**src/rtl/sinc3_pkg.sv**
```systemverilog
package sinc3_pkg;

   // Minimum register width for a cascade of 'order' stages decimating by 'decim'
   function automatic int cic_acc_width(int order, int decim);
      return order * $clog2(decim) + 1;
   endfunction

   // DC gain of the cascade: decim raised to the power of order
   function automatic longint cic_gain(int order, int decim);
      longint g;
      g = 1;
      for (int k = 0; k < order; k++) begin
         g = g * decim;
      end
      return g;
   endfunction

endpackage

```
**src/rtl/sinc3_ctrl.sv**
```systemverilog
module sinc3_ctrl #(
   parameter int ORDER = 3,
   parameter int DECIM = 120
) (
   input  logic clk,
   input  logic srst,
   input  logic run,
   input  logic fast_mode,
   input  logic mod_en,
   output logic smp,
   output logic dump,
   output logic emit,
   output logic flush
);
   localparam int CNT_W = $clog2(DECIM);
   localparam int PER_W = $clog2(ORDER + 1);

   logic [CNT_W-1:0] slot_q;
   logic [PER_W-1:0] per_q;
   logic             fm_q;
   logic             mode_chg;
   logic             last_slot;
   logic             settled;

   assign mode_chg  = (fast_mode != fm_q);
   assign smp       = run & mod_en & ~mode_chg & ~srst;
   assign last_slot = (slot_q == CNT_W'(DECIM - 1));
   assign settled   = (per_q == PER_W'(ORDER - 1));
   assign dump      = smp & last_slot;
   assign emit      = dump & settled;
   assign flush     = srst | ~run | mode_chg | (emit & ~fast_mode);

   always_ff @(posedge clk) begin
      fm_q <= fast_mode;
   end

   always_ff @(posedge clk) begin
      if (flush) begin
         slot_q <= '0;
         per_q  <= '0;
      end else if (smp) begin
         slot_q <= last_slot ? '0 : slot_q + 1'b1;
         if (last_slot && !settled) begin
            per_q <= per_q + 1'b1;
         end
      end
   end

   AST_SLOT_RANGE: assert property (@(posedge clk) disable iff (srst)
      slot_q < CNT_W'(DECIM));
   AST_PER_RANGE: assert property (@(posedge clk) disable iff (srst)
      per_q < PER_W'(ORDER));
   AST_NO_SAMPLE_IDLE: assert property (@(posedge clk) disable iff (srst)
      !mod_en |-> !dump);

endmodule

```
**src/rtl/sinc3_integ.sv**
```systemverilog
module sinc3_integ #(
   parameter int ORDER = 3,
   parameter int ACC_W = 22
) (
   input  logic                    clk,
   input  logic                    flush,
   input  logic                    smp,
   input  logic                    bit_in,
   output logic signed [ACC_W-1:0] sum_nxt
);
   localparam logic signed [ACC_W-1:0] PLUS_ONE  = {{(ACC_W-1){1'b0}}, 1'b1};
   localparam logic signed [ACC_W-1:0] MINUS_ONE = '1;

   logic signed [ACC_W-1:0] acc_q [ORDER];
   logic signed [ACC_W-1:0] nxt   [ORDER+1];

   assign nxt[0] = bit_in ? PLUS_ONE : MINUS_ONE;

   for (genvar k = 0; k < ORDER; k++) begin : g_stage
      assign nxt[k+1] = acc_q[k] + nxt[k];
      always_ff @(posedge clk) begin
         if (flush) begin
            acc_q[k] <= '0;
         end else if (smp) begin
            acc_q[k] <= nxt[k+1];
         end
      end
   end

   assign sum_nxt = nxt[ORDER];

   AST_INTEG_HOLD: assert property (@(posedge clk) disable iff (flush)
      !$past(smp) && !$past(flush) |-> $stable(acc_q[0]));

endmodule

```
**src/rtl/sinc3_comb.sv**
```systemverilog
module sinc3_comb #(
   parameter int ORDER = 3,
   parameter int ACC_W = 22
) (
   input  logic                    clk,
   input  logic                    flush,
   input  logic                    dump,
   input  logic signed [ACC_W-1:0] din,
   output logic signed [ACC_W-1:0] dout
);
   logic signed [ACC_W-1:0] dly_q [ORDER];
   logic signed [ACC_W-1:0] dif   [ORDER+1];

   assign dif[0] = din;

   for (genvar k = 0; k < ORDER; k++) begin : g_stage
      assign dif[k+1] = dif[k] - dly_q[k];
      always_ff @(posedge clk) begin
         if (flush) begin
            dly_q[k] <= '0;
         end else if (dump) begin
            dly_q[k] <= dif[k];
         end
      end
   end

   assign dout = dif[ORDER];

endmodule

```
**src/rtl/sinc3_decim.sv**
```systemverilog
module sinc3_decim #(
   parameter int ORDER = 3,
   parameter int DECIM = 120,
   parameter int ACC_W = 22
) (
   input  logic             clk,
   input  logic             srst,
   input  logic             mod_en,
   input  logic             bit_in,
   input  logic             run,
   input  logic             fast_mode,
   output logic [ACC_W-1:0] result,
   output logic             result_vld
);
   import sinc3_pkg::*;

   localparam longint GAIN   = cic_gain(ORDER, DECIM);
   localparam int     SETTLE = ORDER * DECIM;
   localparam int     CHK_W  = $clog2(SETTLE + 1);

   if (ORDER < 1) begin : g_bad_order
      $error("sinc3_decim: ORDER must be at least 1");
   end
   if (DECIM < 2) begin : g_bad_decim
      $error("sinc3_decim: DECIM must be at least 2");
   end
   if (ACC_W < cic_acc_width(ORDER, DECIM)) begin : g_bad_width
      $error("sinc3_decim: ACC_W too narrow for ORDER and DECIM");
   end

   logic                    smp;
   logic                    dump;
   logic                    emit;
   logic                    flush;
   logic signed [ACC_W-1:0] integ_out;
   logic signed [ACC_W-1:0] comb_out;

   sinc3_ctrl #(.ORDER(ORDER), .DECIM(DECIM)) ctrl_i (
      .clk       (clk),
      .srst      (srst),
      .run       (run),
      .fast_mode (fast_mode),
      .mod_en    (mod_en),
      .smp       (smp),
      .dump      (dump),
      .emit      (emit),
      .flush     (flush)
   );

   sinc3_integ #(.ORDER(ORDER), .ACC_W(ACC_W)) integ_i (
      .clk     (clk),
      .flush   (flush),
      .smp     (smp),
      .bit_in  (bit_in),
      .sum_nxt (integ_out)
   );

   sinc3_comb #(.ORDER(ORDER), .ACC_W(ACC_W)) comb_i (
      .clk   (clk),
      .flush (flush),
      .dump  (dump),
      .din   (integ_out),
      .dout  (comb_out)
   );

   always_ff @(posedge clk) begin
      if (srst) begin
         result     <= '0;
         result_vld <= 1'b0;
      end else begin
         result_vld <= emit;
         if (emit) begin
            result <= comb_out;
         end
      end
   end

   // Independent count of accepted samples since the last clear
   logic [CHK_W-1:0] chk_q;
   always_ff @(posedge clk) begin
      if (flush) begin
         chk_q <= '0;
      end else if (smp && chk_q != CHK_W'(SETTLE)) begin
         chk_q <= chk_q + 1'b1;
      end
   end

   AST_NO_OVERFLOW: assert property (@(posedge clk) disable iff (srst)
      result_vld |-> (longint'($signed(result)) <= GAIN) && (longint'($signed(result)) >= -GAIN));
   AST_VLD_ONE_CYCLE: assert property (@(posedge clk) disable iff (srst)
      result_vld |=> !result_vld);
   AST_RESULT_HOLD: assert property (@(posedge clk) disable iff (srst)
      !result_vld |-> $stable(result));
   AST_SETTLED_WINDOW: assert property (@(posedge clk) disable iff (srst)
      result_vld |-> $past(chk_q) >= CHK_W'(SETTLE - 1));
   AST_RUN_IDLE: assert property (@(posedge clk) disable iff (srst)
      $past(!run) |-> !result_vld);

endmodule

```
**config.mk**
```make
export PLATFORM = sky130hd
export DESIGN_NAME = sinc3_decim
export DESIGN_NICKNAME = d
export VERILOG_FILES = /design/src/rtl/sinc3_pkg.sv /design/src/rtl/sinc3_ctrl.sv /design/src/rtl/sinc3_integ.sv /design/src/rtl/sinc3_comb.sv /design/src/rtl/sinc3_decim.sv
export SDC_FILE = /design/constraint.sdc
export NUM_CORES = 1
export LEC_CHECK = 0
export BUFFER_PORTS_ARGS = -buffer_cell sky130_fd_sc_hd__buf_2
export CORE_MARGIN = 4
export CORE_UTILIZATION = 50
export DETAILED_ROUTE_END_ITERATION = 10
export PLACE_DENSITY = 0.74
export SLEW_MARGIN = 20
export SYNTH_ARGS = -nofsm -noshare
export SYNTH_HDL_FRONTEND = slang
export SYNTH_SLANG_ARGS = --single-unit
export TNS_END_PERCENT = 50
```
**constraint.sdc**
```tcl
create_clock -name clk -period 11.47 [get_ports clk]
set_clock_uncertainty 0.05 [all_clocks]
set_input_delay 1.147 -clock clk [delete_from_list [all_inputs] [get_ports clk]]
set_output_delay 1.147 -clock clk [all_outputs]
set_load 0.05 [all_outputs]
```
==> summary.md <==
Worst min-delay path class: reg2reg. Synthesis instantiated 65 different standard cells from the library. Measured along the y axis, the die boundary spans 161 microns.

For the area enclosed by the die boundary, the log shows 0.0261 sq mm. The end of the worst register-to-register path is result[20]. The worst register-to-register path has a depth of 37. The number of nets produced by synthesis came out at 1388. Port buffering added 28 buffers.

Sequential share of the synthesized area: 39.3%. For the summed instance area of the synthesized netlist, the log shows 0.0118 sq mm. The run gives 15.9 mm as the placed wire-length estimate after detailed placement.

The share of synthesized registers carrying an async set or reset was 0%; the number of global-route vias before repair was 8399. The run finished with clean final reports. The via density per instance came out at 5.41. The arrival time at the worst endpoint came out at 10.02 ns.

The number of antenna violations at the first check in global routing came out at 0. Buffers inserted during clock tree synthesis total 17. From synthesis to final layout, the design area changed by 9.41%. At the end of the flow, the number of nets in the layout was 1423. The largest net degree at the start of global routing was 68; the final total power was 3.89 mW. The total wire length after detailed routing came out at 22.4 mm. TritonCTS built the clock tree. Along the worst path, the maximum fanout reaches 8.

The floorplan step set the die width to 161 microns. Measured against its own limit, the worst slew margin works out to 36.3%. For the detailed-routing iteration count for the pre-antenna-repair pass, the log shows 5.

The tools report the type of destination of the critical path as a flop. The total number of H-tree levels is 4, and the count of hold buffers inserted by post-cts repair is 0. Setup repair after global routing left no endpoint under its margin. In this run the power density over the cells is 302 mW/mm^2. For the pin with the worst max-slew slack, the measured transition is 0.955 ns.

The launch instance of the worst register-to-register path is integ_i.acc_q[0][0]. The number of antenna diodes in the final layout is 0. Dominant register cell in the synthesized netlist: edfxtp_1. For this design the static power due to leakage is 5.63 nW. Pin placement for this block handled 29 I/O pins.

After the flow finishes, the layout carries non-filler instances totaling 1609. The detailed router finished its first iteration with 488 violations. Counting flops with a built-in enable in the synthesized netlist gives 132.

The critical path starts at bit_in. After detailed routing, the average wire length per cell comes to 13.9 microns. Max-cap violations in this run came to 0.

The final weighted congestion of routability-driven global placement was 0.831; the placed instance count was 1577. The synthesized design contains 165 register bits. The run gives 0 as the final max-slew violation count. During synthesis, Yosys emitted a total of 0 warnings. The wire length of the first global-routing pass was 38.7 mm; the post-detailed-route count of antenna-violating nets was 0. The fraction of layout cells with a size suffix above 1 was 7.18%; the DRC violation count after routing was 0.

Maximum root-to-sink buffer count: 2. The routed layout has 8702 vias. The clock period minus worst slack is 9.74 ns, and the effective utilization at floorplan is 51.4%.

The total grt overflow was 0. The root buffer cell chosen for the clock tree is clkbuf_16. For the worst setup path, the data required time is 11.75 ns. The run gives 256 uV as the worst supply voltage drop on vdd. In this run the mean area of a mapped cell was 9.44 sq um. The tools report the endpoint of the worst hold path as result[10]. Number of resized instances in the post-cts repair step: 0. The clock net in this run drives a total of 165 sinks. The floorplan step defined a core boundary enclosing 0.0229 sq mm. The kind of critical path is in2reg. The tools report the final hold violation count as 0. The worst setup path is launched from an input port.

The tools report the core utilization of the finished layout as 56.2%. The cell repeated most along the worst path was ha_1. The maximum single-stage delay on the critical path is 0.66 ns. The number of setup buffers added after CTS is 0. Derived from the worst setup path, the maximum achievable clock frequency is 0.103 GHz. The cell count after synthesis came out at 1248. The startpoint identified for the worst hold timing path is result[10]. After routing the design area is 0.0129 sq mm.

For the worst-skew pair, the clock arrives at the later sink with an insertion delay of 0.43 ns. The global routing usage summed across all routing layers was 17.5%; the cell count of the worst hold path was 2. Among all stages on the critical path, the largest delay is contributed by a2111oi_0. The total number of placement rows was 55; the register clock-pin slew on the reported worst setup and hold paths was 0.07 ns. The count of endpoints failing setup in the final report is 0, and the minimum setup slack among reg-to-reg paths is 2.29 ns. In the final timing run, aggregate negative setup slack is 0 ns. After layout, the worst path uses 85.0% of the clock period. The cell area after placement is 0.0123 sq mm.
## power breakdown
group | internal (mW) | switching (mW) | leakage (nW)
combinational | 1.16 | 1.48 | 3.51
sequential | 0.665 | 0.00743 | 1.83
clock | 0.329 | 0.253 | 0.294
total | 2.15 | 1.74 | 5.63
## cell type report
cell class / count / area [sq um]
Sequential cell: 165 / 4620
Inverter: 125 / 469
Multi-Input combinational cell: 939 / 6620
Tap cell: 313 / 392
Clock buffer: 18 / 439
Clock inverter: 14 / 148
Timing Repair Buffer: 35 / 193
Fill cell: 2018 / 10000
## through the flow
step / setup WS [ns] / hold slack [ns]
2_1_floorplan: 2.42 / 0.408
3_3_place_gp: 1.86 / 0.385
3_5_place_dp: 1.53 / 0.393
4_1_cts: 1.76 / 0.404
5_1_grt: 0.669 / 0.429
6_report: 1.73 / 0.399
## registers in the layout (all words and copies together), names as in the netlist
signal	count
comb_i.dly_q	66
integ_i.acc_q	66
result	22
ctrl_i.slot_q	7
ctrl_i.per_q	2
ctrl_i.fm_q	1
result_vld	1
## routing by layer
| metal | global-route usage, % | wire length, microns |
|---|---|---|
| met3 | 2.07 | 362 |
| met1 | 22.9 | 10600 |
| met5 | 0 | 0 |
| met2 | 30.6 | 11100 |
| met4 | 5.12 | 283 |
## cell families (layout without fill, tap and decap cells)
family          after synthesis  in the layout  share of synthesized area [%]
compound gates              293            293                           15.7
xor+xnor                    110            110                           8.57
fa+ha+maj                   134            134                           14.6
buf+inv                     144            192                           4.59
flops                       165            165                           39.3
simple gates                402            402                           17.2
## worst max-delay path: cells and delay by family
family / cells / cell delay [ns]
buf+inv: 3 / 0.36
compound gates: 18 / 4.19
fa+ha+maj: 6 / 2.12
xor+xnor: 4 / 0.77
simple gates: 8 / 1.43
## synthesized netlist by cell type (21+ instances only)
| master | number | area, sq um |
|---|---|---|
| inv_1 | 124 | 465 |
| a21o_1 | 31 | 233 |
| nor2_1 | 126 | 473 |
| a21oi_1 | 85 | 425 |
| nor3_1 | 21 | 105 |
| xor2_1 | 37 | 324 |
| nand2_1 | 69 | 259 |
| edfxtp_1 | 132 | 3960 |
| o21ai_0 | 73 | 365 |
| o21a_1 | 22 | 165 |
| dfxtp_1 | 33 | 661 |
| ha_1 | 128 | 1600 |
| xnor2_1 | 69 | 604 |
| and2_1 | 78 | 488 |
## placed cells by master, fill, tap and decap left out, types with 4 or more instances in the layout
cell type	instances
edfxtp_1	132
ha_1	128
nor2_1	125
inv_1	124
a21oi_1	85
and2_1	78
o21ai_0	73
nand2_1	69
xnor2_1	69
xor2_1	37
dfxtp_1	33
a21o_1	31
buf_2	28
o21a_1	22
nor3_1	21
nor2b_1	19
clkbuf_16	17
nand2b_1	15
nand3_1	13
nand3b_1	13
o21bai_1	13
a211oi_1	13
or2_2	10
or3_1	9
a21boi_0	7
nand4_1	7
and3_1	7
buf_4	7
fa_1	6
o41ai_1	5
a31oi_1	4
and4_1	4
a2111oi_0	4
o31ai_1	4
inv_6	4
## worst max-delay path by stage
stage                 end  slack, ns  depth (start not counted)
6_report       result[20]       1.73                         39
5_1_grt        result[20]       0.67                         40
4_1_cts        result[21]       1.76                         41
3_5_place_dp   result[20]       1.53                         39
3_3_place_gp   result[21]       1.86                         42
2_1_floorplan  result[21]       2.42                         41
No activity file was read; power rests on OpenSTA's default activity.
